--- src/rtl/infrm_pkg.sv ---
package infrm_pkg;

    typedef enum logic [1:0] {
        FS_IDLE = 2'd0,
        FS_TAG  = 2'd1,
        FS_SLOT = 2'd2
    } frm_state_e;

endpackage

--- src/rtl/infrm_sync_detect.sv ---
module infrm_sync_detect (
    input  logic clk_i,
    input  logic rst_ni,
    input  logic sync_i,
    output logic start_o
);

    logic sync_q;

    always_ff @(posedge clk_i or negedge rst_ni) begin
        if (!rst_ni) begin
            sync_q <= 1'b0;
        end else begin
            sync_q <= sync_i;
        end
    end

    assign start_o = sync_i & ~sync_q;

    // Sync held high cannot start two frames on back-to-back edges.
    assert_no_double_start_R9: assert property (
        @(posedge clk_i) disable iff (!rst_ni)
        start_o |=> !start_o
    );

endmodule

--- src/rtl/infrm_snapshot.sv ---
module infrm_snapshot #(
    parameter int SLOTS  = 12,
    parameter int SLOT_W = 20,
    parameter int TAG_W  = 16
) (
    input  logic                      clk_i,
    input  logic                      rst_ni,
    input  logic                      start_i,
    input  logic [SLOTS-1:0]          valid_i,
    input  logic [SLOTS*SLOT_W-1:0]   data_i,
    output logic [TAG_W-2:0]          tag_o,
    output logic [SLOTS*SLOT_W-1:0]   data_o
);

    localparam int PAY_W  = SLOTS * SLOT_W;
    localparam int TAIL_W = TAG_W - 1;
    localparam int PAD    = TAIL_W - SLOTS;

    logic [TAIL_W-1:0] tag_d, tag_q;
    logic [PAY_W-1:0]  data_d, data_q;

    for (genvar s = 0; s < SLOTS; s++) begin : g_slot
        assign tag_d[TAIL_W-1-s] = valid_i[s];
        assign data_d[s*SLOT_W +: SLOT_W] =
            valid_i[s] ? data_i[s*SLOT_W +: SLOT_W] : '0;
    end

    if (PAD > 0) begin : g_pad
        assign tag_d[PAD-1:0] = '0;
    end

    always_ff @(posedge clk_i or negedge rst_ni) begin
        if (!rst_ni) begin
            tag_q  <= '0;
            data_q <= '0;
        end else if (start_i) begin
            tag_q  <= tag_d;
            data_q <= data_d;
        end
    end

    assign tag_o  = tag_q;
    assign data_o = data_q;

    // The captured frame contents are frozen between start edges.
    assert_snapshot_hold_R7: assert property (
        @(posedge clk_i) disable iff (!rst_ni)
        !start_i |=> ($stable(data_q) && $stable(tag_q))
    );

endmodule

--- src/rtl/infrm_sequencer.sv ---
module infrm_sequencer
    import infrm_pkg::*;
#(
    parameter int SLOTS  = 12,
    parameter int SLOT_W = 20,
    parameter int TAG_W  = 16
) (
    input  logic                      clk_i,
    input  logic                      rst_ni,
    input  logic                      start_i,
    input  logic                      ready_i,
    input  logic [TAG_W-2:0]          tag_i,
    input  logic [SLOTS*SLOT_W-1:0]   data_i,
    output logic                      sdata_o
);

    localparam int PAY_W  = SLOTS * SLOT_W;
    localparam int TAIL_W = TAG_W - 1;
    localparam int PAD    = TAIL_W - SLOTS;
    localparam int IDX_W  = $clog2(TAG_W > SLOT_W ? TAG_W : SLOT_W);
    localparam int SL_W   = (SLOTS > 1) ? $clog2(SLOTS) : 1;
    localparam int POS_W  = $clog2(PAY_W);

    frm_state_e        state_q, state_d;
    logic [IDX_W-1:0]  idx_q, idx_d;
    logic [SL_W-1:0]   slot_q, slot_d;
    logic              bit_d;
    logic              sdata_q;
    logic [POS_W-1:0]  pos;
    logic [IDX_W-1:0]  vpos;

    // State register
    always_ff @(posedge clk_i or negedge rst_ni) begin
        if (!rst_ni) begin
            state_q <= FS_IDLE;
            idx_q   <= '0;
            slot_q  <= '0;
        end else begin
            state_q <= state_d;
            idx_q   <= idx_d;
            slot_q  <= slot_d;
        end
    end

    // Next-state logic
    always_comb begin
        state_d = state_q;
        idx_d   = idx_q;
        slot_d  = slot_q;
        if (start_i) begin
            state_d = FS_TAG;
            idx_d   = IDX_W'(TAG_W - 2);
            slot_d  = '0;
        end else begin
            unique case (state_q)
                FS_IDLE: begin
                end
                FS_TAG: begin
                    if (idx_q == '0) begin
                        state_d = FS_SLOT;
                        idx_d   = IDX_W'(SLOT_W - 1);
                        slot_d  = '0;
                    end else begin
                        idx_d = idx_q - 1'b1;
                    end
                end
                FS_SLOT: begin
                    if (idx_q == '0) begin
                        if (slot_q == SL_W'(SLOTS - 1)) begin
                            state_d = FS_IDLE;
                        end else begin
                            slot_d = slot_q + 1'b1;
                            idx_d  = IDX_W'(SLOT_W - 1);
                        end
                    end else begin
                        idx_d = idx_q - 1'b1;
                    end
                end
                default: state_d = FS_IDLE;
            endcase
        end
    end

    // Bit selection for the next launch
    assign pos  = POS_W'(slot_q) * POS_W'(SLOT_W) + POS_W'(idx_q);
    assign vpos = IDX_W'(TAIL_W - 1) - IDX_W'(slot_q);

    always_comb begin
        bit_d = 1'b0;
        if (start_i) begin
            bit_d = ready_i;
        end else begin
            unique case (state_q)
                FS_IDLE: bit_d = 1'b0;
                FS_TAG:  bit_d = tag_i[idx_q];
                FS_SLOT: bit_d = data_i[pos];
                default: bit_d = 1'b0;
            endcase
        end
    end

    // Output register
    always_ff @(posedge clk_i or negedge rst_ni) begin
        if (!rst_ni) begin
            sdata_q <= 1'b0;
        end else begin
            sdata_q <= bit_d;
        end
    end

    assign sdata_o = sdata_q;

    assert_first_bit_ready_R2: assert property (
        @(posedge clk_i) disable iff (!rst_ni)
        start_i |=> (sdata_o == $past(ready_i))
    );

    assert_start_enters_tag_R2: assert property (
        @(posedge clk_i) disable iff (!rst_ni)
        start_i |=> (state_q == FS_TAG)
    );

    assert_counters_in_range_R3: assert property (
        @(posedge clk_i) disable iff (!rst_ni)
        (state_q == FS_SLOT) |-> ((int'(idx_q) < SLOT_W) && (int'(slot_q) < SLOTS))
    );

    assert_stuffed_slot_zero_R6: assert property (
        @(posedge clk_i) disable iff (!rst_ni)
        (!start_i && state_q == FS_SLOT && !tag_i[vpos]) |=> !sdata_o
    );

    assert_idle_line_low_R8: assert property (
        @(posedge clk_i) disable iff (!rst_ni)
        (!start_i && state_q == FS_IDLE) |=> !sdata_o
    );

    if (PAD > 0) begin : g_pad_chk
        assert_tag_pad_zero_R5: assert property (
            @(posedge clk_i) disable iff (!rst_ni)
            (!start_i && state_q == FS_TAG && int'(idx_q) < PAD) |=> !sdata_o
        );
    end

endmodule

--- src/rtl/infrm_serializer.sv ---
module infrm_serializer #(
    parameter int SLOTS  = 12,
    parameter int SLOT_W = 20,
    parameter int TAG_W  = 16
) (
    input  logic                     clk_i,
    input  logic                     rst_ni,
    input  logic                     sync_i,
    input  logic                     ready_i,
    input  logic [SLOTS-1:0]         slot_valid_i,
    input  logic [SLOTS*SLOT_W-1:0]  slot_data_i,
    output logic                     sdata_o
);

    localparam int PAY_W  = SLOTS * SLOT_W;
    localparam int TAIL_W = TAG_W - 1;

    logic              start;
    logic [TAIL_W-1:0] tag_tail;
    logic [PAY_W-1:0]  pay_snap;

    infrm_sync_detect u_sync (
        .clk_i   (clk_i),
        .rst_ni  (rst_ni),
        .sync_i  (sync_i),
        .start_o (start)
    );

    infrm_snapshot #(
        .SLOTS  (SLOTS),
        .SLOT_W (SLOT_W),
        .TAG_W  (TAG_W)
    ) u_snap (
        .clk_i   (clk_i),
        .rst_ni  (rst_ni),
        .start_i (start),
        .valid_i (slot_valid_i),
        .data_i  (slot_data_i),
        .tag_o   (tag_tail),
        .data_o  (pay_snap)
    );

    infrm_sequencer #(
        .SLOTS  (SLOTS),
        .SLOT_W (SLOT_W),
        .TAG_W  (TAG_W)
    ) u_seq (
        .clk_i   (clk_i),
        .rst_ni  (rst_ni),
        .start_i (start),
        .ready_i (ready_i),
        .tag_i   (tag_tail),
        .data_i  (pay_snap),
        .sdata_o (sdata_o)
    );

endmodule

--- config.mk ---
export PLATFORM = sky130hd
export DESIGN_NAME = infrm_serializer
export DESIGN_NICKNAME = d
export VERILOG_FILES = /design/src/rtl/infrm_pkg.sv /design/src/rtl/infrm_sync_detect.sv /design/src/rtl/infrm_snapshot.sv /design/src/rtl/infrm_sequencer.sv /design/src/rtl/infrm_serializer.sv
export SDC_FILE = /design/constraint.sdc
export NUM_CORES = 1
export LEC_CHECK = 0
export ABC_AREA = 1
export BUFFER_PORTS_ARGS = -buffer_cell sky130_fd_sc_hd__buf_2
export CAP_MARGIN = 20
export CORE_MARGIN = 2
export CORE_UTILIZATION = 45
export DETAILED_ROUTE_END_ITERATION = 7
export PLACE_DENSITY = 0.69
export SYNTH_ARGS = -nofsm -noshare
export SYNTH_HDL_FRONTEND = slang
export SYNTH_SLANG_ARGS = --single-unit
--- constraint.sdc ---
create_clock -name clk_i -period 6.1 [get_ports clk_i]
set_clock_uncertainty 0.1 [all_clocks]
set_input_delay 0.305 -clock clk_i [delete_from_list [all_inputs] [get_ports clk_i]]
set_output_delay 0.305 -clock clk_i [all_outputs]
set_load 0.05 [all_outputs]
### Word-level counts from Yosys, hierarchy flattened

Index checks and enable logic that the tools add are counted.

| storage, ports and cells | value |
|---|---|
| register bits | 265 |
| logic and storage cells | 63 |

| operators by class | value |
|---|---|
| $add $sub $neg | 3 |
| multiply operators | 1 |
| order comparisons | 2 |
| equality and inequality tests | 9 |
| muxes and demuxes | 33 |
| bitwise operators | 2 |
| reduce and logical (&&, ||, !) cells | 6 |

Operator list:

| kind | number |
|---|---|
| $mux W20 | 12 |
| $mux W5 | 4 |
| $mux W4 | 4 |
| $pmux W5 S2 | 1 |
| $lt A8 B9 Y1 const B | 1 |
| $ne A3 B2 Y1 const B | 3 |
| $add A8 B5 Y8 | 1 |
| $bmux W1 S8 | 1 |
| $mux W2 | 4 |
| $pmux W4 S2 | 1 |
| $reduce_and A4 Y1 | 2 |
| $mul A4 B3 Y6 const B | 1 |
| $pmux W2 S3 | 1 |
| $logic_not A5 Y1 | 1 |
| $lt A5 B5 Y1 const B | 1 |
| $sub A5 B1 Y5 const B | 1 |
| $add A4 B1 Y4 const B | 1 |
| $bmux W1 S4 | 1 |
| $eq A4 B4 Y1 const B | 1 |
| $ne A4 B4 Y1 const B | 1 |
| $mux W1 | 3 |
| $ne A3 B3 Y1 const B | 1 |
| $reduce_bool A3 Y1 | 1 |
| $eq A2 B1 Y1 const B | 1 |
| other kinds (7) | 7 |

### Depth between registers and ports, before layout

| logic depth | value |
|---|---|
| depth in word-level cells | 6 |
| mapped depth | 17 |
| depth with buffers taken out | 16 |

### Modules after synthesis

From an unflattened synthesis, not the netlist that was laid out.

| second synthesis, totals | value |
|---|---|
| cell total of the unflattened synthesis | 1,794 |
| area, all modules | 13,467.9 sq um |

Modules (own cells, without submodules):

| module | instances | cells an instance | area an instance (sq um) | seq. area each (sq um) |
|---|---|---|---|---|
| infrm_snapshot | 1 | 1,092 | 9,947.0 | 6,306.0 |
| infrm_sequencer | 1 | 699 | 3,485.8 | 300.3 |
| infrm_sync_detect | 1 | 3 | 35.0 | 25.0 |

### Least setup slack after synthesis

No wires, ideal clock.

| timing path | value |
|---|---|
| path type | reg2reg |
| start point | register u_seq.slot_q[0] |
| end point | register u_seq.sdata_q (netlist: u_seq.sdata_o) |
| library setup time | 0.117 ns |
| arrival | 2.274 ns |
| required time | 5.883 ns |
| slack | 3.609 ns |
| cell stages (with the launch flop) | 18 |
| path buffers | 2 |
| period minus slack after synthesis | 2.491 ns |
| path through | dfrtp_1 -> ha_1 -> inv_1 -> fa_1 -> clkbuf_1 -> inv_1 -> clkbuf_1 -> nand3_1 -> nand3_1 -> nand3_1 -> nand2_1 -> nand2_1 -> nand2_1 -> nand2_1 -> nand3_1 -> nand2_1 -> nand2_1 -> nand2_1 |

| on the way | value |
|---|---|
| longest elaborated chain between the ends | 6 |

RTL lines:

| what | line | text |
|---|---|---|
| start, declared | infrm_sequencer.sv:26 | `logic [SL_W-1:0] slot_q, slot_d;` |
| start signal, assigned | infrm_sequencer.sv:41 | `slot_q <= slot_d;` |
| $mul A4 B3 Y6 | infrm_sequencer.sv:85 | `assign pos = POS_W'(slot_q) * POS_W'(SLOT_W) + POS_W'(idx_q);` |
| $add A8 B5 Y8 | infrm_sequencer.sv:85 |  |
| $bmux W1 S8 | infrm_sequencer.sv:96 | `FS_SLOT: bit_d = data_i[pos];` |
| $mux W1 (implied by the code) | infrm_sequencer.sv:96 |  |
| $pmux W1 S2 | infrm_sequencer.sv:93 | `unique case (state_q)` |
| $mux W1 | infrm_sequencer.sv:90 | `if (start_i) begin` |
| via u_seq.bit_d | infrm_sequencer.sv:27 | `logic bit_d;` |
| end signal, assigned | infrm_sequencer.sv:107 | `sdata_q <= bit_d;` |
| end, declared | infrm_sequencer.sv:28 | `logic sdata_q;` |

The timed path passes the listed nets, and every way through them passes these cells. The select of a mux whose other input is x is not followed.
A chain may end at the register's enable or synchronous reset.

### Final worst setup path

| timing path | value |
|---|---|
| start point | register u_seq.idx_q[1] |
| end point | register u_seq.slot_q[3] |

| on the way | value |
|---|---|
| longest elaborated chain between the ends | 3 |
| elaborated cells between the ends (all ways) | 4 |
| those cells by class | 2 x eq/ne; 2 x reduce/logical |

RTL lines:

| what | line | text |
|---|---|---|
| start, declared | infrm_sequencer.sv:25 | `logic [IDX_W-1:0] idx_q, idx_d;` |
| start signal, assigned | infrm_sequencer.sv:40 | `idx_q <= idx_d;` |
| $logic_not A5 Y1 * | infrm_sequencer.sv:59, infrm_sequencer.sv:68 |  |
| $ne A3 B2 Y1 (no line) | - |  |
| $reduce_and A4 Y1 (no line) * | - |  |

Every way passes the cells marked *; elsewhere a longest branch is shown, timed or not.

==> impl_metrics.py <==
metrics = {
    "timing": {
        "worst_pin_slew_ns": 1.077,
        "max_slew_margin": 0.2818,
        "setup_violations": 0,
        "final.setup.worst_slack_ns": 2.524,
        "period_share": 0.5863,
        "final.setup.tns_ns": 0,
        "post-route-min-period_ns": 3.576,
        "fmax_mhz": 279.6,
        "rsz0062_at_grt": "no",
        "finalHoldViolCount": 0,
        "maxSlewViolCount": 0,
    },
    "min_path": {
        "hold_depth": 3,
        "hp-class": "primary input to flop",
    },
    "grt": {
        "grt_max_degree": 140,
        "grt_pass1_vias": 13910,
        "overflow": 0,
        "antenna_found_initial": 1,
        "gr-usage-all-layers": 0.2972,
        "grt_pass1_wl_um": 72540,
    },
    "cells_and_area": {
        "fin_nets": 2415,
        "area.growth.synth_to_final_pct": 37.40,
        "final_cells": 2554,
        "drive_gt1_frac": 0.1513,
        "fin_util": 0.6278,
        "finalInstanceArea_um2": 17970,
    },
    "yosys": {
        "syn_area_um2": 13080,
        "yosys.cell_types.count": 30,
        "synth.avg_cell_area_um2": 7.564,
        "syn_inst": 1729,
        "ys.flop_type": "dfrtp_1",
        "ys_warn_count": 0,
        "synth-seq-cells": 265,
        "ys_seq_area_frac": 0.5070,
        "synthArstFlopShare": 1.000,
        "syn_nets": 1998,
        "synth-edff-count": 0,
    },
    "detailed_routing": {
        "drc": 0,
        "wl_per_cell_um": 17.75,
        "vias": 13860,
        "viasPerCell": 5.428,
        "route.final.wire_length_um": 45330,
        "drt_iter0_drc": 1555,
        "ant_nets": 0,
        "drt-pass1-iter-count": 5,
    },
    "flow_run": {
        "maxCapViolations": 0,
    },
    "pwr": {
        "comb_power_share": 0.389,
        "p_leak_nw": 9.129,
        "ir_drop_v": 0.0002353,
        "seq_power_share": 0.325,
        "clockPowerShare": 0.287,
        "cellPowerDensity_nw_per_um2": 364.2,
        "p_int_mw": 3.960,
        "switchingPower_mw": 2.584,
        "p_sw_frac": 0.3949,
    },
    "clocking": {
        "cts_sinks": 265,
        "cts-htree-levels": 1,
        "clockBufferDepth": 3,
        "postCtsSetupBuffers": 0,
        "numCtsBuffers": 29,
        "clkTransAtPathRegs_ns": 0.07,
        "worstSkewPairLatency_ns": 0.54,
        "cts_tree": "built",
        "cts_root_buf": "clkbuf_16",
    },
    "setup_path": {
        "cpMaxStageDelayCell": "dfrtp_2",
        "crit_chain": "inv_2 -> ha_1 -> inv_1 -> nor2_1 -> nand2_1 -> nor2_1 -> a21oi_1 -> nor3_2 -> inv_1 -> o21ai_0 -> nor3b_1",
        "end_kind": "flop",
        "crit_type": "flop to flop",
        "cp.required_ns": 6.46,
        "slowest_delay_ns": 0.76,
        "start_kind": "flop",
        "crit_fanout": 39,
        "worstPathArrival_ns": 3.94,
        "worst_r2r_path_depth": 11,
    },
    "place": {
        "dp_slack_ns": 2.645,
        "numPortBuffers": 256,
        "postPlaceCellArea_um2": 14460,
        "gp_congestion": 0.8921,
        "dp.cells": 2255,
        "dp_hpwl_um": 25930,
    },
    "floorplan": {
        "num_rows": 62,
        "num_io_pins": 257,
        "fp.dieW_um": 174.5,
        "dieArea_um2": 30440,
        "coreArea_um2": 28630,
        "fp.dieH_um": 174.5,
        "start_util": 0.4569,
    },
    "outcome": {
        "status": "finished, final reports clean",
    },
}
## cell families after synthesis
logic type | share of synthesized area
compound gates | 0.04248
fa+ha+maj | 0.01358
xor+xnor | 0.004018
flops | 0.5070
buf+inv | 0.06563
simple gates | 0.3673
## state kept, by name, summed over array words and instances (netlist names)
register       cells
u_sync.sync_q      1
u_seq.state_q      2
u_seq.sdata_o      1
u_seq.idx_q        5
u_snap.data_o    240
u_seq.slot_q       4
u_snap.tag_o      12
## cell usage in the layout (no fill, tap or decap), types with 9 or more instances in the layout
cell           instances
ha_1                  11
a21oi_1               16
nand2_1              653
nor2_1                 9
o21ai_0               77
dfrtp_1              263
buf_2                255
buf_4                 11
nand3_1              436
clkbuf_8               9
clkbuf_16             29
inv_1                 90
dlygate4sd3_1        242
nand4_1               16
## synth_stat cells (2+ instances only)
cell type / count / area share
buf_2: 23 / 0.0088
clkbuf_1: 88 / 0.025
o22ai_1: 2 / 0.00096
buf_1: 13 / 0.0037
dfrtp_1: 265 / 0.51
o21ai_0: 77 / 0.029
nand4_1: 16 / 0.0077
o2111ai_1: 2 / 0.0013
inv_2: 3 / 0.00086
a21oi_1: 16 / 0.0061
nand2_1: 653 / 0.19
ha_1: 11 / 0.011
fa_1: 2 / 0.0031
a22oi_1: 2 / 0.0011
xor2_1: 5 / 0.0033
a31oi_1: 2 / 0.00096
nand3_1: 436 / 0.17
inv_1: 91 / 0.026
nor2_1: 11 / 0.0032
## area by class of cell
cell class                 count  area [um2]
timing repair buffer         511        3851
fill                        2374       10660
inverter                      95       362.8
clock buffer                  42       864.6
multi-input combinational   1244        5604
sequential                   265        6636
clock inverter                11       165.2
tap                          384       480.5
antenna                        2       5.005
## metal layers
layer | wire, um | vias up | part of all wire | track usage
met5 | 0 | - | 0 | 0
met4 | 2028 | 0 | 0.045 | 0.1306
li1 | - | 6455 | - | -
met3 | 3167 | 156 | 0.070 | 0.04637
met1 | 18700 | 6597 | 0.41 | 0.3941
met2 | 21430 | 656 | 0.47 | 0.4845
## critical path, delay by kind of cell, from the launching register on
family | cells | cell delay (ns)
simple gates | 5 | 1.15
flops | 1 | 0.76
compound gates | 2 | 0.29
fa+ha+maj | 1 | 0.29
buf+inv | 3 | 0.88
## worst paths after layout
kind                       slack [ns]                 end       startpoint
setup / recovery                 2.52     u_seq.slot_q[3]   u_seq.idx_q[1]
hold / removal                   0.04   u_snap.data_o[78]  slot_data_i[78]
setup reg to reg                 2.52     u_seq.slot_q[3]   u_seq.idx_q[1]
hold reg to reg                  0.38     u_snap.tag_o[4]  u_snap.tag_o[4]
max in group asynchronous        3.91  u_snap.data_o[147]           rst_ni
min in group asynchronous        0.34   u_snap.data_o[63]           rst_ni
## through the flow
stage          hold slack, ns  power [mW]
2_1_floorplan        -0.09059       3.700
5_1_grt               0.03603       6.919
4_1_cts              0.004299       6.495
3_5_place_dp           0.3361       4.493
6_report              0.04059       6.545
3_3_place_gp           0.3412       4.453
## power by group through the flow
stage                     clock (mW)  sequential, mW  combinational [mW]
after floorplan                    0            2.08                1.62
after global placement             0            2.14                2.31
after detailed placement           0            2.15                2.35
after CTS                       1.89            2.12                2.49
after global routing            1.97            2.15                2.80
final                           1.88            2.13                2.54
## what timing repair did
| item | 4_1_cts | 5_1_grt |
|---|---|---|
| gates resized for setup | 0 | 0 |
| hold buffers | 242 | 0 |
| endpoints found under the setup margin | 0 | 0 |
| endpoints found under the hold margin | 378 | 0 |
(Power assumes the default switching activity.)
